File: config.mk
export PLATFORM = sky130hd
export DESIGN_NAME = dncmd_doorbell
export DESIGN_NICKNAME = d
export VERILOG_FILES = /design/src/rtl/dncmd_pkg.sv /design/src/rtl/dncmd_issue_fsm.sv /design/src/rtl/dncmd_cmd_regs.sv /design/src/rtl/dncmd_status_regs.sv /design/src/rtl/dncmd_doorbell.sv
export SDC_FILE = /design/constraint.sdc
export NUM_CORES = 1
export LEC_CHECK = 0
export BUFFER_PORTS_ARGS = -buffer_cell sky130_fd_sc_hd__buf_2
export CAP_MARGIN = 5
export CORE_MARGIN = 3
export CORE_UTILIZATION = 49
export DETAILED_ROUTE_END_ITERATION = 10
export PLACE_DENSITY = 0.87
export SYNTH_ARGS = -nofsm -noshare
export SYNTH_HDL_FRONTEND = slang
export SYNTH_SLANG_ARGS = --single-unit
File: constraint.sdc
create_clock -name clk -period 4.15 [get_ports clk]
set_clock_uncertainty 0.15 [all_clocks]
set_input_delay 1.0375 -clock clk [delete_from_list [all_inputs] [get_ports clk]]
set_output_delay 1.0375 -clock clk [all_outputs]
set_load 0.03 [all_outputs]
File: src/rtl/dncmd_pkg.sv
package dncmd_pkg;

    localparam int WORD_W = 32;
    localparam int OFF_W  = 8;

    localparam logic [OFF_W-1:0] OFF_HDR0   = 8'h00;
    localparam logic [OFF_W-1:0] OFF_HDR1   = 8'h04;
    localparam logic [OFF_W-1:0] OFF_HDR2   = 8'h08;
    localparam logic [OFF_W-1:0] OFF_DATA   = 8'h0C;
    localparam logic [OFF_W-1:0] OFF_IRQ_EN = 8'h6C;
    localparam logic [OFF_W-1:0] OFF_STATUS = 8'h70;

    localparam int BIT_DONE     = 28;
    localparam int BIT_NONFATAL = 6;
    localparam int BIT_FATAL    = 5;
    localparam int BIT_NORESP   = 4;
    localparam int BIT_CRC      = 2;
    localparam int BIT_WAITTO   = 1;
    localparam int BIT_BUSERR   = 0;
    localparam int BIT_START    = 3;
    localparam int HDR2_W       = 8;

    function automatic logic [WORD_W-1:0] bitw(input int b);
        return WORD_W'(1) << b;
    endfunction

    localparam logic [WORD_W-1:0] STATUS_MASK =
        bitw(BIT_DONE) | bitw(BIT_NONFATAL) | bitw(BIT_FATAL) |
        bitw(BIT_NORESP) | bitw(BIT_CRC) | bitw(BIT_WAITTO) | bitw(BIT_BUSERR);

    // bits 7:6 reserved, bit 3 is reported live rather than stored
    localparam logic [WORD_W-1:0] HDR0_STORE_MASK = 32'hFFFF_FF37;

    typedef enum logic [2:0] {
        CMD_SET_CFG    = 3'd0,
        CMD_GET_CFG    = 3'd1,
        CMD_INBAND_RST = 3'd2,
        CMD_UNUSED3    = 3'd3,
        CMD_PERIPH     = 3'd4,
        CMD_VWIRE      = 3'd5,
        CMD_OOB        = 3'd6,
        CMD_FLASH      = 3'd7
    } cmd_type_e;

    typedef enum logic [2:0] {
        CPL_OK       = 3'd0,
        CPL_NONFATAL = 3'd1,
        CPL_FATAL    = 3'd2,
        CPL_NORESP   = 3'd3,
        CPL_CRC      = 3'd4,
        CPL_WAITTO   = 3'd5,
        CPL_BUSERR   = 3'd6,
        CPL_OTHER    = 3'd7
    } cpl_code_e;

    typedef struct packed {
        logic [7:0] hb2;
        logic [7:0] hb1;
        logic [7:0] hb0;
        logic [1:0] rsvd;
        logic [1:0] target;
        logic       start;
        cmd_type_e  ctype;
    } hdr0_t;

    typedef enum logic [1:0] {
        ST_IDLE  = 2'd0,
        ST_ISSUE = 2'd1,
        ST_AWAIT = 2'd2
    } issue_st_e;

    function automatic logic [WORD_W-1:0] cpl_err_mask(input cpl_code_e c);
        logic [WORD_W-1:0] m;
        unique case (c)
            CPL_OK:       m = '0;
            CPL_NONFATAL: m = bitw(BIT_NONFATAL);
            CPL_FATAL:    m = bitw(BIT_FATAL);
            CPL_NORESP:   m = bitw(BIT_NORESP);
            CPL_CRC:      m = bitw(BIT_CRC);
            CPL_WAITTO:   m = bitw(BIT_WAITTO);
            CPL_BUSERR:   m = bitw(BIT_BUSERR);
            default:      m = bitw(BIT_FATAL);
        endcase
        return m;
    endfunction

endpackage

File: src/rtl/dncmd_issue_fsm.sv
module dncmd_issue_fsm
    import dncmd_pkg::*;
(
    input  logic clk,
    input  logic rst,
    input  logic launch,
    input  logic req_ready,
    input  logic cpl_valid,
    output logic busy,
    output logic req_valid,
    output logic cpl_take
);

    issue_st_e st_q, st_d;

    always_comb begin
        st_d = st_q;
        unique case (st_q)
            ST_IDLE:  if (launch)    st_d = ST_ISSUE;
            ST_ISSUE: if (req_ready) st_d = ST_AWAIT;
            ST_AWAIT: if (cpl_valid) st_d = ST_IDLE;
            default:                 st_d = ST_IDLE;
        endcase
    end

    always_ff @(posedge clk) begin
        if (rst) st_q <= ST_IDLE;
        else     st_q <= st_d;
    end

    assign busy      = (st_q != ST_IDLE);
    assign req_valid = (st_q == ST_ISSUE);
    assign cpl_take  = (st_q == ST_AWAIT) && cpl_valid;

endmodule

File: src/rtl/dncmd_cmd_regs.sv
module dncmd_cmd_regs
    import dncmd_pkg::*;
#(
    parameter int ADDR_W = 8
)(
    input  logic              clk,
    input  logic              rst,
    input  logic              wr_en,
    input  logic [ADDR_W-1:0] addr,
    input  logic [WORD_W-1:0] wdata,
    input  logic              busy,
    input  logic              cpl_take,
    input  logic [2:0]        cpl_code,
    input  logic [WORD_W-1:0] cpl_word,
    output hdr0_t             hdr0,
    output logic [WORD_W-1:0] hdr1,
    output logic [HDR2_W-1:0] hdr2,
    output logic [WORD_W-1:0] data,
    output logic              launch
);

    hdr0_t             h0_q;
    logic [WORD_W-1:0] h1_q;
    logic [HDR2_W-1:0] h2_q;
    logic [WORD_W-1:0] d_q;

    logic sel_h0, sel_h1, sel_h2, sel_d, open_wr, capture;

    assign sel_h0  = (addr == ADDR_W'(OFF_HDR0));
    assign sel_h1  = (addr == ADDR_W'(OFF_HDR1));
    assign sel_h2  = (addr == ADDR_W'(OFF_HDR2));
    assign sel_d   = (addr == ADDR_W'(OFF_DATA));
    assign open_wr = wr_en && !busy;
    assign launch  = open_wr && sel_h0 && wdata[BIT_START];
    assign capture = cpl_take && (h0_q.ctype == CMD_GET_CFG) &&
                     (cpl_code_e'(cpl_code) == CPL_OK);

    always_ff @(posedge clk) begin
        if (rst) begin
            h0_q <= '0;
            h1_q <= '0;
            h2_q <= '0;
            d_q  <= '0;
        end else begin
            if (open_wr && sel_h0) h0_q <= hdr0_t'(wdata & HDR0_STORE_MASK);
            if (open_wr && sel_h1)  h1_q <= wdata;
            else if (capture)       h1_q <= cpl_word;
            if (open_wr && sel_h2) h2_q <= wdata[HDR2_W-1:0];
            if (open_wr && sel_d)  d_q  <= wdata;
        end
    end

    assign hdr0 = h0_q;
    assign hdr1 = h1_q;
    assign hdr2 = h2_q;
    assign data = d_q;

endmodule

File: src/rtl/dncmd_status_regs.sv
module dncmd_status_regs
    import dncmd_pkg::*;
#(
    parameter int ADDR_W = 8
)(
    input  logic              clk,
    input  logic              rst,
    input  logic              wr_en,
    input  logic [ADDR_W-1:0] addr,
    input  logic [WORD_W-1:0] wdata,
    input  logic              cpl_take,
    input  logic [2:0]        cpl_code,
    output logic [WORD_W-1:0] status,
    output logic [WORD_W-1:0] enable,
    output logic              irq
);

    logic [WORD_W-1:0] sts_q, en_q, set_vec, clr_vec;
    logic sel_sts, sel_en;

    assign sel_sts = (addr == ADDR_W'(OFF_STATUS));
    assign sel_en  = (addr == ADDR_W'(OFF_IRQ_EN));

    assign set_vec = cpl_take ? (bitw(BIT_DONE) | cpl_err_mask(cpl_code_e'(cpl_code)))
                              : '0;
    assign clr_vec = (wr_en && sel_sts) ? wdata : '0;

    always_ff @(posedge clk) begin
        if (rst) begin
            sts_q <= '0;
            en_q  <= '0;
        end else begin
            sts_q <= ((sts_q & ~clr_vec) | set_vec) & STATUS_MASK;
            if (wr_en && sel_en) en_q <= wdata & STATUS_MASK;
        end
    end

    assign status = sts_q;
    assign enable = en_q;
    assign irq    = |(sts_q & en_q);

endmodule

File: src/rtl/dncmd_doorbell.sv
module dncmd_doorbell
    import dncmd_pkg::*;
#(
    parameter int ADDR_W = 8
)(
    input  logic              clk,
    input  logic              rst,
    input  logic              bus_valid,
    input  logic              bus_write,
    input  logic [ADDR_W-1:0] bus_addr,
    input  logic [31:0]       bus_wdata,
    output logic [31:0]       bus_rdata,
    output logic              req_valid,
    input  logic              req_ready,
    output logic [31:0]       req_hdr0,
    output logic [31:0]       req_hdr1,
    output logic [7:0]        req_hdr2,
    output logic [31:0]       req_data,
    input  logic              cpl_valid,
    input  logic [2:0]        cpl_code,
    input  logic [31:0]       cpl_word,
    output logic              irq
);

    logic              wr_en, busy, launch, cpl_take;
    hdr0_t             hdr0_q;
    logic [WORD_W-1:0] hdr1_q, data_q, status_q, enable_q;
    logic [HDR2_W-1:0] hdr2_q;
    logic [WORD_W-1:0] hdr0_view;

    assign wr_en = bus_valid && bus_write;

    dncmd_issue_fsm u_fsm (
        .clk       (clk),
        .rst       (rst),
        .launch    (launch),
        .req_ready (req_ready),
        .cpl_valid (cpl_valid),
        .busy      (busy),
        .req_valid (req_valid),
        .cpl_take  (cpl_take)
    );

    dncmd_cmd_regs #(.ADDR_W(ADDR_W)) u_cmd (
        .clk      (clk),
        .rst      (rst),
        .wr_en    (wr_en),
        .addr     (bus_addr),
        .wdata    (bus_wdata),
        .busy     (busy),
        .cpl_take (cpl_take),
        .cpl_code (cpl_code),
        .cpl_word (cpl_word),
        .hdr0     (hdr0_q),
        .hdr1     (hdr1_q),
        .hdr2     (hdr2_q),
        .data     (data_q),
        .launch   (launch)
    );

    dncmd_status_regs #(.ADDR_W(ADDR_W)) u_sts (
        .clk      (clk),
        .rst      (rst),
        .wr_en    (wr_en),
        .addr     (bus_addr),
        .wdata    (bus_wdata),
        .cpl_take (cpl_take),
        .cpl_code (cpl_code),
        .status   (status_q),
        .enable   (enable_q),
        .irq      (irq)
    );

    always_comb begin
        hdr0_view            = hdr0_q;
        hdr0_view[BIT_START] = busy;
    end

    always_comb begin
        bus_rdata = '0;
        if      (bus_addr == ADDR_W'(OFF_HDR0))   bus_rdata = hdr0_view;
        else if (bus_addr == ADDR_W'(OFF_HDR1))   bus_rdata = hdr1_q;
        else if (bus_addr == ADDR_W'(OFF_HDR2))   bus_rdata = WORD_W'(hdr2_q);
        else if (bus_addr == ADDR_W'(OFF_DATA))   bus_rdata = data_q;
        else if (bus_addr == ADDR_W'(OFF_IRQ_EN)) bus_rdata = enable_q;
        else if (bus_addr == ADDR_W'(OFF_STATUS)) bus_rdata = status_q;
    end

    assign req_hdr0 = hdr0_view;
    assign req_hdr1 = hdr1_q;
    assign req_hdr2 = hdr2_q;
    assign req_data = data_q;

endmodule

==> results of run 1 <==
[cell families after synthesis]
| group | after synthesis | synth area share |
|---|---|---|
| simple gates | 342 | 0.252 |
| compound gates | 167 | 0.188 |
| flops | 117 | 0.415 |
| buf+inv | 62 | 0.0481 |
| mux | 51 | 0.0940 |
| xor+xnor | 1 | 0.00155 |
| other cells | 1 | 0.000664 |
[cells in the mapped netlist, types with 3 or more instances]
library cell | n | area (um^2)
nand2_1 | 198 | 743
dfxtp_1 | 117 | 2340
nor2_1 | 108 | 405
a21oi_1 | 98 | 490
mux2i_1 | 44 | 440
clkbuf_1 | 41 | 154
a311oi_1 | 32 | 280
buf_2 | 10 | 50.1
a22oi_1 | 9 | 67.6
mux2_2 | 6 | 67.6
nand4_1 | 5 | 31.3
o2bb2ai_1 | 5 | 43.8
o31ai_1 | 5 | 37.5
a31o_2 | 4 | 35.0
and2_1 | 4 | 25.0
buf_1 | 4 | 15.0
or2_2 | 4 | 25.0
buf_4 | 3 | 22.5
nand3_1 | 3 | 15.0
nor2b_1 | 3 | 18.8
nor4bb_1 | 3 | 30.0
o21a_1 | 3 | 22.5
o21ai_0 | 3 | 15.0
[per-layer routing]
metal  part of all wire  global-route usage  up-vias
li1                   -                   -     2949
met1               0.41               0.382     2890
met2               0.47               0.476      380
met3               0.11              0.0824       44
met4              0.023               0.134        0
met5                  0                   0        -
[worst max-delay path by stage]
stage	cells after the start	start	to	slack, ps
CTS	7	bus_addr[7]	bus_rdata[28]	220
finish	7	bus_addr[3]	bus_rdata[4]	170
detailed placement	7	bus_addr[7]	bus_rdata[28]	230
global route	7	bus_addr[3]	bus_rdata[4]	90
global placement	7	bus_addr[7]	bus_rdata[28]	230
floorplan	5	bus_addr[2]	bus_rdata[28]	130
[worst reg2reg max path: cells and delay by family (launching register included)]
kind            cells  cell delay, ps
flops               1             460
simple gates        3             940
compound gates      1             270
buf+inv             1             390
[power by group through the flow]
stage                     registers (W)  clock network (W)   logic, W
final                           0.00113            0.00133   0.000145
after global routing            0.00113            0.00141   0.000155
after CTS                       0.00113            0.00135   0.000142
after detailed placement        0.00115                  0   0.000142
after global placement          0.00115                  0   0.000140
after floorplan                 0.00115                  0  0.0000659
[state kept, by name (all words and copies together), names as in the netlist]
name          flops
u_sts.status      7
u_cmd.data       32
u_sts.enable      7
u_fsm.st_q        2
u_cmd.hdr1       32
u_cmd.hdr0       29
u_cmd.hdr2        8
[per-stage QoR]
stage               total power [W]  hold WS, ps  setup WS [ps]  instances
floorplan                   0.00122          332            132        742
global placement            0.00129          303            230       1058
detailed placement          0.00129          311            231       1058
CTS                         0.00262          318            221       1090
global route                0.00269          341           94.6       1090
finish                      0.00260          319            167       1090
[layout make-up]
class | count | share of cell area
clock inverter | 3 | 0.00203
tap | 140 | 0.0237
timing repair buffer | 236 | 0.167
multi-input combinational | 563 | 0.417
sequential | 117 | 0.317
clock buffer | 29 | 0.0718
inverter | 2 | 0.00102
==> reports/metrics.csv, run 1 <==
stage,metric,value,unit
outcome,outcome,finished clean,
global_route,antenna_found_initial,0,
synthesis,syn_area,5640,um^2
finish,regArea,2340,um^2
route,vias,6263,
die,initial_core_util,0.512,
global_route,grt_usage,0.300,
sta,fmax,251,MHz
setup_path,reg2reg_from,u_fsm.st_q[1],
die,rows,38,
synthesis,ys_seq_area_frac,0.415,
clock_tree,cts_buffer_depth,2,
pwr,p_int,0.00203,W
clock_tree,clk_latency,410,ps
pwr,power_switching_share,0.220,
setup_path,arrival,2800,ps
hold_path,holdPathEnd,u_cmd.hdr0[25],
finish,diodes,0,
pwr,powerDensity,352,nW/um^2
sta,setup_viol,0,
pwr,pwr-share-clk,0.511,
route,wl_per_cell,17.6,um
clock_tree,cts_setup_buffers,0,
place,io_buffers,216,
finish,area_growth,30.8,%
clock_tree,cts.sinks,117,
pwr,combPwrFrac,0.056,
synthesis,synth_seq_cells,117,
clock_tree,ctsHoldBuffers,0,
sta,hold_viol_final,0,
hold_path,worstHoldStart,u_cmd.hdr0[25],
clock_tree,cts_max_level,4,
synthesis,async_flop_share,0,
synthesis,synth_ff_type,dfxtp_1,
clock_tree,clk_pin_slew,50,ps
die,ios,219,
setup_path,slowest_delay,450,ps
finish,utilization,0.669,
setup_path,cp_top_family,buffers and inverters,
setup_path,rr_endpoint,u_cmd.hdr1[4],
global_route,grt_max_degree,59,
setup_path,r2r_cells,5,
sta,slew_violations,0,
synthesis,avgSynthCellArea,7.62,um^2
global_route,first_global_vias,5972,
clock_tree,cts_resized,0,
pwr,leakagePower,3.30,nW
die,dieArea,12800,um^2
finish,drive_gt1_frac,0.304,
hold_path,hold_class,reg -> reg,
synthesis,synth-warning-count,0,
finish,multi_input_area,3080,um^2
setup_path,cp_max_fo,43,
setup_path,slowest_stage,buf_4,
die,core,11000,um^2
setup_path,cp_common_cell,buf_2,
pwr,p_seq_frac,0.433,
setup_path,startpoint_type,input pin,
global_route,grt_pass1_wl,30.8,mm
clock_tree,cts_root_buf,clkbuf_16,
die,die_x,113,um
route,firstDrtPassIters,5,
place,gp_congestion,0.963,
setup_path,cp_data_required_time,2960,ps
sta,max-slew-margin-rel,0.552,
sta,period_minus_slack,3980,ps
setup_path,regToRegSetupSlack,1850,ps
place,placed_cell_area,6840,um^2
finish,final_cell_mix,"215 x buf_2, 198 x nand2_1, 117 x dfxtp_1",
setup_path,endpoint_kind,primary output,
route,drtIter0Drc,546,
synthesis,ys_types,47,
setup_path,worstPathCellList,"buf_2, buf_4, nand2_1, nor2_1, a21oi_1, o31ai_2, buf_2",
finish,final_area,7380,um^2
hold_path,whs_path_depth,2,
clock_tree,cts_tree,yes,
sta,fin_crit_sh,0.960,
clock_tree,numCtsBuffers,17,
setup_path,path_buf_inv,3,
place,place_hpwl,13.1,mm
job,cap_violations,0,
finish,fillCellCount,944,
route,drt_drc_violations_left,0,
synthesis,synth-edff-count,0,
sta,tns,0,ps
synthesis,synthCells,741,
sta,grt_setup_unrepaired,false,
pwr,switchingPower,0.000572,W
route,wirelength,19.2,mm
finish,fin_nets,1018,
pwr,peakVddDrop,0.252,mV
route,drtAntennaViolNets,0,
sta,tightest_slew,670,ps
global_route,grt_overflow_total,0,
route,post_drt_via_cell_ratio,5.75,
finish,final_common_cell,buf_2,
setup_path,worstSetupPathType,in -> out,
die,dieHeight,113,um
Power figures use the tool's default switching activity.
==> run 2, diff against run 1 <==
PLACE_DENSITY = 0.91   (was 0.87)
==> run 2 against run 1 <==
  * Via count is 0.53% higher
  * Routed wire length rose by 2.1%
  * Fmax grew 1.4%
  * Non-clock buffer count up 1
  * Count of clock-buffer cells in the layout decreased by 10
  * Sequential power hardly changed
  * Critical path depth unchanged
  * Critical path type unchanged
  * Critical endpoint is now bus_rdata[1]
  * Largest cell class unchanged
  * Highest routed layer unchanged
==> reports/metrics.csv, run 2 (same netlist as run 1, synthesis figures left out) <==
stage,metric,value,unit,change
die,dieHeight,113,um,unchanged
outcome,outcome,finished clean,,
place,placed_cell_area,6860,um^2,+0.29%
setup_path,startpoint_type,input pin,,
sta,grt_setup_unrepaired,false,,
global_route,antenna_found_initial,0,,unchanged
finish,fin_nets,1019,,+0.098%
setup_path,cp_common_cell,buf_2,,
sta,hold_viol_final,0,,unchanged
setup_path,cp_max_fo,5,,-88%
global_route,grt_max_degree,65,,+10%
finish,diodes,0,,unchanged
die,core,11000,um^2,unchanged
die,initial_core_util,0.512,,unchanged
clock_tree,cts_buffer_depth,2,,unchanged
finish,final_common_cell,buf_2,,
finish,final_cell_mix,"215 x buf_2, 198 x nand2_1, 117 x dfxtp_1",,
sta,fmax,255,MHz,+1.4%
route,drt_drc_violations_left,0,,unchanged
pwr,powerDensity,361,nW/um^2,+2.5%
setup_path,worstSetupPathType,in -> out,,
sta,slew_violations,0,,unchanged
route,wirelength,19.6,mm,+2.1%
hold_path,hold_class,reg -> reg,,
clock_tree,numCtsBuffers,17,,unchanged
clock_tree,clk_latency,400,ps,about the same
finish,regArea,2340,um^2,unchanged
die,die_x,113,um,unchanged
clock_tree,cts_root_buf,clkbuf_16,,
job,cap_violations,0,,unchanged
setup_path,arrival,2740,ps,-60 ps
route,post_drt_via_cell_ratio,5.77,,+0.43%
finish,final_area,7440,um^2,+0.69%
place,place_hpwl,13.6,mm,+3.4%
pwr,peakVddDrop,0.284,mV,+13%
sta,max-slew-margin-rel,0.546,,-0.00555
setup_path,worstPathCellList,"buf_2, or4b_2, nor2_1, buf_4, a21oi_1, o31ai_2, buf_2",,
finish,utilization,0.674,,+0.00465
clock_tree,clk_pin_slew,50,ps,about the same
finish,fillCellCount,937,,-0.74%
die,dieArea,12800,um^2,unchanged
setup_path,slowest_stage,or4b_2,,
finish,multi_input_area,3080,um^2,unchanged
global_route,grt_overflow_total,0,,unchanged
place,gp_congestion,0.932,,-3.2%
die,rows,38,,unchanged
route,wl_per_cell,18.0,um,+2.0%
setup_path,slowest_delay,740,ps,+290 ps
sta,setup_viol,0,,unchanged
setup_path,cp_data_required_time,2960,ps,about the same
clock_tree,ctsHoldBuffers,0,,unchanged
die,ios,219,,unchanged
sta,period_minus_slack,3930,ps,-54.4 ps
sta,tightest_slew,680,ps,+10.3 ps
route,vias,6296,,+0.53%
setup_path,endpoint_kind,primary output,,
pwr,leakagePower,3.31,nW,+0.51%
sta,fin_crit_sh,0.947,,-0.0131
sta,tns,0,ps,unchanged
global_route,grt_pass1_wl,30.7,mm,-0.14%
route,drtIter0Drc,663,,+21%
finish,area_growth,31.7,%,
clock_tree,cts_max_level,4,,unchanged
global_route,grt_usage,0.299,,-0.00147
place,io_buffers,216,,unchanged
clock_tree,cts.sinks,117,,unchanged
route,firstDrtPassIters,6,,+1
route,drtAntennaViolNets,0,,unchanged
finish,instances_no_fill,1091,,+0.092%
clock_tree,cts_resized,0,,unchanged
clock_tree,cts_setup_buffers,0,,unchanged
global_route,first_global_vias,5963,,-0.15%
clock_tree,cts_tree,yes,,
sta,whs,316,ps,-2.94 ps
place,dp.cells,1059,,+0.095%
finish,drive_gt1_frac,0.310,,+0.00599
run 2: cell types whose count changed in the layout (fill, tap and decap cells not counted):
| cell | previous run | this run |
|---|---|---|
| clkinv_2 | 3 | 5 |
| clkinvlp_4 | 0 | 3 |
| clkbuf_1 | 6 | 1 |
| bufinv_16 | 0 | 2 |
| clkinv_4 | 0 | 3 |
| clkbuf_8 | 6 | 1 |
| buf_12 | 0 | 1 |
run 2: final cells by class:
type | instances | share of cell area
multi-input combinational | 563 | 0.414
sequential | 117 | 0.315
timing repair buffer | 237 | 0.169
clock buffer | 19 | 0.0596
tap | 140 | 0.0236
clock inverter | 13 | 0.0180
inverter | 2 | 0.00101
run 2: final timing paths:
kind | startpoint | end | slack, ps | depth (start not counted)
setup / recovery | bus_addr[7] | bus_rdata[1] | 220 | 7
hold / removal | u_cmd.hdr0[15] | u_cmd.hdr0[15] | 320 | 2
setup reg to reg | u_fsm.st_q[1] | u_cmd.hdr2[0] | 1930 | 4
hold reg to reg | u_cmd.hdr0[15] | u_cmd.hdr0[15] | 320 | 2
run 2: per-stage QoR:
stage          total power, W  worst slack (ps)
2_1_floorplan         0.00122               132
3_3_place_gp          0.00129               267
3_5_place_dp          0.00130               253
4_1_cts               0.00270               247
5_1_grt               0.00276               132
6_report              0.00269               221
run 2: layer usage:
| metal | vias to the layer above | global-route usage | part of all wire |
|---|---|---|---|
| li1 | 2944 | - | - |
| met1 | 2918 | 0.381 | 0.39 |
| met2 | 391 | 0.487 | 0.48 |
| met3 | 43 | 0.0679 | 0.10 |
| met4 | 0 | 0.126 | 0.025 |
| met5 | - | 0 | 0 |
run 2: report_power, final:
part / total [W] / internal (W) / switching (W)
clock network: 0.00141 / 0.000896 / 0.000516
logic: 0.000150 / 0.0000518 / 0.0000979
registers: 0.00113 / 0.00112 / 0.000000763
run 2: worst max-delay path, delay by kind of cell:
kind                   cells  cell delay (ps)
and+or+nand+nor            2              910
buffers and inverters      3              520
AOI/OAI and AO/OA          2              280
